==> config.mk <==
export PLATFORM = sky130hd
export DESIGN_NAME = pwm_steer_stage
export DESIGN_NICKNAME = d
export VERILOG_FILES = /design/src/rtl/pwm_steer_pkg.sv /design/src/rtl/pwm_edge_delay.sv /design/src/rtl/pwm_sd_latch.sv /design/src/rtl/pwm_pin_drive.sv /design/src/rtl/pwm_steer_stage.sv
export SDC_FILE = /design/constraint.sdc
export NUM_CORES = 1
export LEC_CHECK = 0
export ABC_CLOCK_PERIOD_IN_PS = 2050
export BUFFER_PORTS_ARGS = -buffer_cell sky130_fd_sc_hd__buf_2
export CAP_MARGIN = 20
export CORE_MARGIN = 2
export CORE_UTILIZATION = 45
export DETAILED_ROUTE_END_ITERATION = 6
export GPL_TIMING_DRIVEN = 0
export PLACE_DENSITY = 0.76
export SYNTH_ARGS = -nofsm -noshare
export SYNTH_HDL_FRONTEND = slang
export SYNTH_SLANG_ARGS = --single-unit
==> constraint.sdc <==
create_clock -name clk_i -period 2.05 [get_ports clk_i]
set_input_delay 0.615 -clock clk_i [delete_from_list [all_inputs] [get_ports clk_i]]
set_output_delay 0.615 -clock clk_i [all_outputs]
set_load 0.01 [all_outputs]
==> src/rtl/pwm_steer_pkg.sv <==
package pwm_steer_pkg;
  typedef logic [1:0] pol_t;

  // even pins follow pol[1], odd pins follow pol[0]
  function automatic logic pol_bit(input pol_t pol, input int idx);
    return (idx % 2 == 0) ? pol[1] : pol[0];
  endfunction
endpackage

==> src/rtl/pwm_edge_delay.sv <==
module pwm_edge_delay #(
  parameter int unsigned DLY_W = 7
) (
  input  logic             clk_i,
  input  logic             rst_ni,
  input  logic             icyc_en_i,
  input  logic             raw_i,
  input  logic [DLY_W-1:0] dly_i,
  output logic             act_o
);
  logic [DLY_W-1:0] cnt_q;
  logic             act_q;

  always_ff @(posedge clk_i or negedge rst_ni) begin
    if (!rst_ni) begin
      cnt_q <= '0;
      act_q <= 1'b0;
    end else if (!raw_i) begin
      // falling edge is never delayed
      cnt_q <= '0;
      act_q <= 1'b0;
    end else if (!act_q) begin
      if (cnt_q == dly_i)  act_q <= 1'b1;
      else if (icyc_en_i)  cnt_q <= cnt_q + 1'b1;
    end
  end

  assign act_o = act_q;
endmodule

==> src/rtl/pwm_sd_latch.sv <==
module pwm_sd_latch (
  input  logic clk_i,
  input  logic rst_ni,
  input  logic evt_s_i,
  input  logic restart_en_i,
  input  logic sw_clr_i,
  input  logic period_start_i,
  output logic sd_o,
  output logic run_o
);
  logic sd_q, run_q;

  always_ff @(posedge clk_i or negedge rst_ni) begin
    if (!rst_ni) begin
      sd_q  <= 1'b0;
      run_q <= 1'b0;
    end else begin
      if (evt_s_i)                       sd_q <= 1'b1;  // set wins
      else if (restart_en_i || sw_clr_i) sd_q <= 1'b0;
      if (sd_q)                          run_q <= 1'b0;
      else if (period_start_i)           run_q <= 1'b1;
    end
  end

  assign sd_o  = sd_q;
  assign run_o = run_q;
endmodule

==> src/rtl/pwm_pin_drive.sv <==
module pwm_pin_drive (
  input  logic act_i,
  input  logic gate_i,
  input  logic steer_i,
  input  logic inv_i,
  input  logic drv_en_ni,
  output logic pin_o,
  output logic oe_o
);
  logic lvl;

  assign lvl   = steer_i ? ((act_i & gate_i) ^ inv_i) : 1'b0;
  assign oe_o  = ~drv_en_ni;
  assign pin_o = oe_o & lvl;
endmodule

==> src/rtl/pwm_steer_stage.sv <==
module pwm_steer_stage #(
  parameter int unsigned N_PINS = 4,
  parameter int unsigned DLY_W  = 7
) (
  input  logic              clk_i,
  input  logic              rst_ni,
  input  logic              icyc_en_i,
  input  logic              pwm_raw_i,
  input  logic              period_start_i,
  input  logic [DLY_W-1:0]  delay_cnt_i,
  input  logic [N_PINS-1:0] steer_en_i,
  input  logic [1:0]        pol_i,
  input  logic              restart_en_i,
  input  logic              shutdown_evt_i,
  input  logic              sd_clear_i,
  input  logic [N_PINS-1:0] drv_en_ni,
  output logic [N_PINS-1:0] pin_o,
  output logic [N_PINS-1:0] pin_oe_o,
  output logic              shutdown_o
);
  import pwm_steer_pkg::*;

  logic evt_m, evt_s;
  logic act, sd, run, gate;

  always_ff @(posedge clk_i or negedge rst_ni) begin
    if (!rst_ni) begin
      evt_m <= 1'b0;
      evt_s <= 1'b0;
    end else begin
      evt_m <= shutdown_evt_i;
      evt_s <= evt_m;
    end
  end

  pwm_edge_delay #(.DLY_W(DLY_W)) u_dly (
    .clk_i(clk_i), .rst_ni(rst_ni), .icyc_en_i(icyc_en_i),
    .raw_i(pwm_raw_i), .dly_i(delay_cnt_i), .act_o(act)
  );

  pwm_sd_latch u_sd (
    .clk_i(clk_i), .rst_ni(rst_ni), .evt_s_i(evt_s),
    .restart_en_i(restart_en_i), .sw_clr_i(sd_clear_i),
    .period_start_i(period_start_i), .sd_o(sd), .run_o(run)
  );

  assign gate       = run & ~sd;
  assign shutdown_o = sd;

  for (genvar i = 0; i < N_PINS; i++) begin : g_pin
    pwm_pin_drive u_pin (
      .act_i(act), .gate_i(gate), .steer_i(steer_en_i[i]),
      .inv_i(pol_bit(pol_i, i)), .drv_en_ni(drv_en_ni[i]),
      .pin_o(pin_o[i]), .oe_o(pin_oe_o[i])
    );
  end
endmodule

==> results_dict.tcl, run 1 <==
set metrics [dict create \
    outcome "completed" \
    startpoint_type "flop" \
    swShare 0.241 \
    synthAdderAreaFrac 0.0168 \
    synth_flop_cell "dfrtp_1" \
    fin_crit_sh 0.998 \
    comb_power_share 0.168 \
    pwr-share-seq 0.477 \
    drt_pre_antenna_iters 4 \
    p_switching_w 0.000128 \
    slew_violations 0 \
    ys.warnings.count 0 \
    r2r-start "u_dly.cnt_q[2]" \
    n_antenna_cell 0 \
    fmax_mhz 489 \
    grt_pass1_vias 645 \
    synth-xor-area-share 0.106 \
    worstRegToRegCells 6 \
    clkPwrFrac 0.355 \
    tns_ns 0 \
    grt_max_degree 13 \
    grt_antenna_before_repair 0 \
    grt_setup_unrepaired "yes" \
    clk_path_buf_depth 2 \
    via_per_inst 5.14 \
    yosys.area.top_type "dfrtp_1" \
    final_area_um2 971 \
    synth_top_family_by_area "simple AND/OR/NAND/NOR gates" \
    overflow 0 \
    maxCapViolCount 0 \
    hp-class "input port to async pin" \
    postSynth.asyncResetShare 1.00 \
    layout_commonest_cell "buf_2" \
    start_util 0.489 \
    die_area_um2 2000 \
    cts_tree "yes" \
    cts-root-buf "clkbuf_4" \
    cp-end-kind "output pin" \
    hold_buffers 0 \
    synth_seq_cells 12 \
    synth_compound_area_frac 0.114 \
    dpl.cell_count 125 \
    final_cell_mix "buf_2, dfrtp_1, nand2_1" \
    gp_congestion 0.791 \
    clkTransAtPathRegs_ns 0.08 \
    syn2layout_area_growth_pct 30.2 \
    hpwlAfterDp_mm 1.13 \
    finalHoldViolCount 0 \
    peakVddDrop_uv 473 \
    grt_usage 0.178 \
    yosys.area.top_type_share 0.403 \
    cp_num_buf_inv 1 \
    fin_crit_ns 2.05 \
    rows 14 \
    coreArea_um2 1520 \
    r2r-end "u_dly.cnt_q[0]" \
    wire_per_inst_um 11.5 \
    dpl_cell_area_um2 926 \
    die_h_um 44.7 \
    yosysSeqAreaShare 0.403 \
    arrival_ns 1.43 \
    wl_mm 1.45 \
    relSlewSlack 0.627 \
    synth-edff-count 0 \
    netlist_instances 77 \
    cts_num_sinks 12 \
    setup_viol 0 \
    yosys.area_share.simple 0.213 \
    syn_avg_cell_area_um2 9.68 \
    worst_pin_slew_ns 0.554 \
    die_x_um 44.7 \
    cpMaxStageDelayCell "dfrtp_1" \
    yosysUniqueCellTypes 25 \
    clkLatencyLatePin_ns 0.28 \
    cp.required_ns 1.43 \
    drive_above_1_share 0.418 \
    synth_area_leaders "dfrtp_1, buf_4, xor2_1, nor3b_1, xnor2_1" \
    drcViolationCount 0 \
    max_stage_delay_ns 0.37 \
    r2r_slack_ns 0.33 \
    num_vias 648 \
    cellPowerDensity_nw_per_um2 547 \
    critPathMaxFanout 2 \
    synth_nets 103 \
    crit_type "flop to output pin" \
    ant_nets 0 \
    syn_area_um2 746 \
    leakage_nw 0.469 \
    drt_iter0_drc 10 \
    layout.cells.non_filler 126 \
    cts_inserted_buffers 3 \
    grt_first_pass_wirelength_mm 2.59 \
    htree_levels 1 \
    crit_path_cell_trace "nand3b_1 > xor2_2 > nor3b_2 > buf_6" \
    pin_count 34 \
    synthMuxAreaShare 0.0268 \
    intPower_w 0.000403 \
    critPathTopFamily "simple AND/OR/NAND/NOR gates" \
    port_buffers 32 \
    fin_skew_ns 0.00900 \
    final_nets 137 \
]
==> registers in the layout, summed over array words and instances (netlist names) <==
register,count
evt_m,1
evt_s,1
u_dly.act_o,1
u_dly.cnt_q,7
u_sd.run_o,1
u_sd.sd_o,1
==> cells in the mapped netlist (all sizes together) (2+ instances only) <==
cell     n
dfrtp   12
buf     10
nand2    6
a21boi   5
nor3b    5
xor2     5
inv      4
xnor2    4
nand4    3
nor2     3
o31ai    3
or4      3
mux2i    2
nand3b   2
o21ai    2
or3      2
==> cell families after synthesis <==
family | after synthesis
flip-flops | 12
multiplexers | 2
buffers and inverters | 14
AND/OR/NAND/NOR | 27
AO/OA/AOI/OAI | 12
adder cells (fa/ha/maj) | 1
XOR/XNOR | 9
==> layout make-up <==
cell class / instances / area [µm²]
Sequential cell: 12 / 302
Timing Repair Buffer: 33 / 180
Tap cell: 16 / 20.0
Buffer: 6 / 45.0
Clock buffer: 4 / 36.3
Inverter: 4 / 15.0
Multi-Input combinational cell: 51 / 373
Fill cell: 137 / 553
==> power by group through the flow <==
stage	logic [W]	registers [W]	clock network [W]
after floorplan	0.0000463	0.000257	0
after global placement	0.0000865	0.000258	0
after detailed placement	0.0000882	0.000259	0
after CTS	0.0000912	0.000253	0.000192
after global routing	0.000101	0.000255	0.000205
final	0.0000893	0.000253	0.000189
==> worst max-delay path by stage <==
| stage | start | depth (start not counted) | to | slack, ns |
|---|---|---|---|---|
| after global routing | u_sd.sd_o | 4 | pin_o[2] | -0.12 |
| final | u_sd.sd_o | 4 | pin_o[2] | 0.003 |
| after detailed placement | delay_cnt_i[1] | 7 | u_dly.cnt_q[2] | 0.09 |
| after CTS | u_sd.sd_o | 5 | pin_o[2] | -0.008 |
| after global placement | delay_cnt_i[1] | 7 | u_dly.cnt_q[1] | 0.10 |
| after floorplan | u_sd.sd_o | 4 | pin_o[0] | 0.34 |
==> per-layer routing <==
layer | vias to the layer above | routed length (µm) | track usage
li1 | 327 | - | -
met3 | 5 | 68 | 0.0360
met4 | 0 | 28 | 0.0909
met2 | 15 | 751 | 0.301
met5 | - | 0 | 0
met1 | 301 | 597 | 0.213
==> what timing repair did <==
item / in CTS / in global routing
endpoints found under the setup margin: 4 / 4
resized for setup: 4 / 4
pin swaps: 3 / 5
buffers inserted: 1 / 0
==> per-stage QoR <==
step                utilization  hold slack (ns)  total power (W)  setup slack [ns]
global route              0.637            0.217         0.000561            -0.119
CTS                       0.635            0.211         0.000537          -0.00784
finish                    0.637            0.199         0.000532           0.00318
global placement          0.608            0.336         0.000345             0.103
detailed placement        0.608            0.340         0.000347            0.0878
floorplan                     -            0.319         0.000303             0.340
Power figures use the tool's default switching activity.
==> run 2, diff against run 1 <==
Settings changed: GPL_TIMING_DRIVEN 0 to unset.
==> run 2 against run 1 <==
  * Hold slack got worse by 0.0055 ns
  * Final cell count fell by 4.0%
  * Utilization decreased by 4.4 points
  * Critical endpoint is now pin_o[0]
  * Sequential share of layout area up 2.1 points
==> results_dict.tcl, run 2 (synthesis gave the netlist of run 1 again) <==
set metrics [dict create \
    pin_count 34 \
    setup_viol 0 \
    wire_per_inst_um 11.0 \
    crit_path_cell_trace "nand3b_1 > xor2_1 > nor3b_1 > buf_2" \
    coreArea_um2 1520 \
    die_h_um 44.7 \
    die_x_um 44.7 \
    grt_usage 0.157 \
    gp_congestion 0.719 \
    outcome "completed" \
    maxCapViolCount 0 \
    slew_violations 0 \
    leakage_nw 0.445 \
    hp-class "input port to async pin" \
    finalHoldViolCount 0 \
    p_switching_w 0.000125 \
    grt_setup_unrepaired "yes" \
    overflow 0 \
    relSlewSlack 0.741 \
    worst_pin_slew_ns 0.388 \
    fin_skew_ns 0.0112 \
    num_vias 608 \
    holdWs_ns 0.194 \
    fmax_mhz 497 \
    cp.required_ns 1.43 \
    swShare 0.241 \
    clkLatencyLatePin_ns 0.28 \
    r2r-end "u_dly.cnt_q[6]" \
    crit_start "u_sd.sd_o" \
    largest_register_ffs 7 \
    syn2layout_area_growth_pct 21.3 \
    layout_commonest_cell "buf_2" \
    met2_length_um 643 \
    path_depth 4 \
    n_antenna_cell 0 \
    tns_ns 0 \
    cp-end-kind "output pin" \
    cts_num_sinks 12 \
    intPower_w 0.000395 \
    fin_crit_sh 0.981 \
    peakVddDrop_uv 294 \
    cp_num_buf_inv 1 \
    cts_inserted_buffers 3 \
    comb_power_share 0.147 \
    r2r-start "u_dly.cnt_q[3]" \
    rows 14 \
    final_nets 132 \
    grt_first_pass_wirelength_mm 2.26 \
    drcViolationCount 0 \
    p_total_w 0.000520 \
    pwr-share-seq 0.487 \
    final_area_um2 905 \
    hold_buffers 0 \
    regMostFlops "u_dly.cnt_q" \
    startpoint_type "flop" \
    port_buffers 33 \
    grt_pass1_vias 564 \
    final_cell_mix "buf_2, dfrtp_1, nand2_1" \
    drt_iter0_drc 0 \
    crit_type "flop to output pin" \
    htree_levels 1 \
    wl_mm 1.33 \
    drive_above_1_share 0.371 \
    cellPowerDensity_nw_per_um2 575 \
    clk_path_buf_depth 2 \
    grt_antenna_before_repair 0 \
    max_stage_delay_ns 0.40 \
    die_area_um2 2000 \
    drt_pre_antenna_iters 1 \
    crit_end "pin_o[0]" \
    via_per_inst 5.02 \
    clkTransAtPathRegs_ns 0.09 \
    ant_nets 0 \
    wl_met3_um 73 \
    critPathMaxFanout 4 \
    clkPwrFrac 0.366 \
    arrival_ns 1.40 \
    cts_tree "yes" \
    worstRegToRegCells 6 \
    fin_crit_ns 2.01 \
    top_layer_used "met4" \
    cpMaxStageDelayCell "dfrtp_1" \
    wl_met1_um 592 \
    cts-root-buf "clkbuf_4" \
    start_util 0.489 \
    grt_max_degree 13 \
    r2r_slack_ns 0.41 \
    dpl_cell_area_um2 863 \
    critPathTopFamily "flip-flops" \
]
run 2: cell count changes in the layout (fill, tap and decap cells not counted), sizes merged:
| cell | previous run | this run |
|---|---|---|
| buf | 39 | 34 |
run 2: area by class of cell:
cell class	count	area (µm²)
Inverter	4	15.0
Tap cell	16	20.0
Clock buffer	4	36.3
Fill cell	144	619
Sequential cell	12	300
Timing Repair Buffer	34	173
Multi-Input combinational cell	51	360
run 2: per-stage QoR:
stage,utilization,setup WS (ns),std cells
floorplan,-,0.340,77
global placement,0.567,0.183,117
detailed placement,0.567,0.142,117
CTS,0.590,0.00758,121
global route,0.594,-0.0644,121
finish,0.594,0.0388,121
run 2: repair_timing:
item                       in CTS  in global routing
resized for setup               0                  1
setup endpoints to repair       0                  4
buffers inserted                0                  0
run 2: worst min path at each step:
| stage | to | slack [ns] |
|---|---|---|
| floorplan | evt_m | 0.32 |
| global placement | evt_s | 0.34 |
| detailed placement | evt_s | 0.35 |
| CTS | u_dly.cnt_q[1] | 0.21 |
| global route | u_dly.cnt_q[3] | 0.22 |
| finish | u_dly.cnt_q[3] | 0.19 |
run 2: metal layers:
layer  up-vias  GRT usage
met5         -          0
met2        14      0.255
li1        318          -
met1       272      0.190
met4         0     0.0909
met3         4     0.0360
run 2: worst reg2reg max path, delay by kind of cell, from the launching register on:
family / cells / cell delay, ns
buffers and inverters: 1 / 0.17
AO/OA/AOI/OAI: 1 / 0.17
flip-flops: 1 / 0.44
AND/OR/NAND/NOR: 3 / 0.64
XOR/XNOR: 1 / 0.15
run 2: power by group through the flow:
| stage | Combinational (W) | Sequential [W] | Clock [W] |
|---|---|---|---|
| 2_1_floorplan | 0.0000463 | 0.000257 | 0 |
| 3_3_place_gp | 0.0000760 | 0.000258 | 0 |
| 3_5_place_dp | 0.0000775 | 0.000258 | 0 |
| 4_1_cts | 0.0000778 | 0.000254 | 0.000196 |
| 5_1_grt | 0.0000876 | 0.000255 | 0.000203 |
| 6_report | 0.0000765 | 0.000254 | 0.000190 |
==> run 3, diff against run 2 <==
--- a/constraint.sdc
+++ b/constraint.sdc
@@ -3,2 +3,2 @@
 set_output_delay 0.615 -clock clk_i [all_outputs]
-set_load 0.01 [all_outputs]
+set_load 0.05 [all_outputs]
==> run 3 against run 2 <==
  * The flow now finishes with violations (setup timing)
  * Sequential power about the same
  * Critical path type unchanged
  * Worst setup slack worse by 0.066 ns
  * Hold slack better by 0.013 ns
  * Register-to-register slack worse by 0.04 ns
  * Routed wire length up 18%
  * Maximum frequency down 3.2%
  * Final cell count unchanged
  * Via count up 8.4%
  * Critical path depth unchanged
==> results_dict.tcl, run 3 (synthesis gave the netlist of run 1 again) <==
set metrics [dict create \
    clkTransAtPathRegs_ns 0.08 \
    crit_type "flop to output pin" \
    drt_pre_antenna_iters 4 \
    grt_first_pass_wirelength_mm 2.44 \
    critPathMaxFanout 2 \
    final_nets 133 \
    clkLatencyLatePin_ns 0.27 \
    ant_nets 0 \
    cts_tree "yes" \
    finalHoldViolCount 0 \
    grt_antenna_before_repair 0 \
    regMostFlops "u_dly.cnt_q" \
    maxCapViolCount 0 \
    cp_num_buf_inv 1 \
    pwr-share-seq 0.500 \
    cpMaxStageDelayCell "dfrtp_1" \
    layout_commonest_cell "buf_2" \
    cp.required_ns 1.43 \
    fin_crit_ns 2.08 \
    failed_checks "setup timing" \
    rows 14 \
    worst_pin_slew_ns 0.464 \
    cts_num_sinks 12 \
    hp-class "input port to async pin" \
    final_cell_mix "buf_2, dfrtp_1, nand2_1" \
    slew_violations 0 \
    overflow 0 \
    grt_setup_unrepaired "yes" \
    die_area_um2 2000 \
    grt_usage 0.168 \
    drcViolationCount 0 \
    grt_max_degree 13 \
    n_antenna_cell 0 \
    wl_mm 1.57 \
    clk_path_buf_depth 2 \
    final_core_util 0.599 \
    crit_path_cell_trace "nand3b_1 > xor2_1 > nor3b_1 > buf_4" \
    comb_power_share 0.220 \
    cellPowerDensity_nw_per_um2 556 \
    die_h_um 44.7 \
    worstRegToRegCells 6 \
    startpoint_type "flop" \
    arrival_ns 1.46 \
    r2r-start "u_dly.cnt_q[2]" \
    setup_ws_ns -0.0272 \
    num_vias 659 \
    grt_pass1_vias 627 \
    max_stage_delay_ns 0.39 \
    outcome "complete, but fails checks" \
    r2r-end "u_dly.cnt_q[3]" \
    relSlewSlack 0.690 \
    intPower_w 0.000359 \
    die_x_um 44.7 \
    wire_per_inst_um 13.0 \
    holdWs_ns 0.207 \
    hold_buffers 0 \
    tns_ns -0.0629 \
    leakage_nw 0.444 \
    fin_skew_ns 0.00663 \
    p_switching_w 0.000149 \
    cts-root-buf "clkbuf_4" \
    peakVddDrop_uv 355 \
    r2r_slack_ns 0.37 \
    pin_count 34 \
    htree_levels 1 \
    largest_register_ffs 7 \
    port_buffers 33 \
    setup_viol 4 \
    drive_above_1_share 0.371 \
    critPathTopFamily "flip-flops" \
    swShare 0.293 \
    cts_inserted_buffers 3 \
    cp-end-kind "output pin" \
    coreArea_um2 1520 \
    gp_congestion 0.744 \
    fin_crit_sh 1.01 \
    start_util 0.489 \
    hpwlAfterDp_mm 1.20 \
    fmax_mhz 481 \
    syn2layout_area_growth_pct 22.3 \
    drt_iter0_drc 26 \
    via_per_inst 5.45 \
    clkPwrFrac 0.280 \
]
[run 3: cell types whose count changed in the layout (fill, tap and decap cells not counted), sizes merged]
cell / before / now
buf: 34 / 35
clkbuf: 4 / 3
[run 3: routing by layer]
layer	part of all wire	track usage	vias up
met5	0	0	-
met4	0.0013	0.0848	0
met3	0.062	0.0360	2
met2	0.57	0.301	32
met1	0.37	0.185	309
li1	-	-	316
[run 3: final cells by class]
class / count / area [µm²]
Inverter: 4 / 15.0
Clock buffer: 3 / 22.5
Timing Repair Buffer: 35 / 194
Multi-Input combinational cell: 51 / 360
Tap cell: 16 / 20.0
Sequential cell: 12 / 300
Fill cell: 133 / 612
[run 3: worst max-delay path by stage]
stage | from | to | slack [ns] | depth (start not counted)
after floorplan | u_sd.sd_o | pin_o[0] | 0.04 | 4
final | u_sd.sd_o | pin_o[1] | -0.03 | 4
after global routing | u_sd.sd_o | pin_o[1] | -0.13 | 4
after global placement | pol_i[1] | pin_o[0] | 0.10 | 4
after detailed placement | pol_i[0] | pin_o[3] | 0.07 | 4
after CTS | u_sd.sd_o | pin_o[3] | -0.07 | 4
[run 3: what timing repair did]
item                       4_1_cts  5_1_grt
setup endpoints to repair        4        4
pin swaps                        1        0
resized for setup                4        2
setup buffers                    1        0
[run 3: through the flow]
stage | total power [W] | setup slack [ns] | instance area (µm²) | cells
after CTS | 0.000508 | -0.0695 | 903 | 121
final | 0.000508 | -0.0272 | 912 | 121
after global placement | 0.000361 | 0.100 | 863 | 117
after detailed placement | 0.000366 | 0.0708 | 863 | 117
after global routing | 0.000528 | -0.129 | 912 | 121
after floorplan | 0.000331 | 0.0394 | 746 | 77
[run 3: power groups by stage]
stage               sequential [W]  clock, W  combinational [W]
floorplan                 0.000261         0          0.0000693
global placement          0.000258         0           0.000103
detailed placement        0.000259         0           0.000107
CTS                       0.000254  0.000142           0.000112
global route              0.000255  0.000151           0.000121
finish                    0.000254  0.000142           0.000112
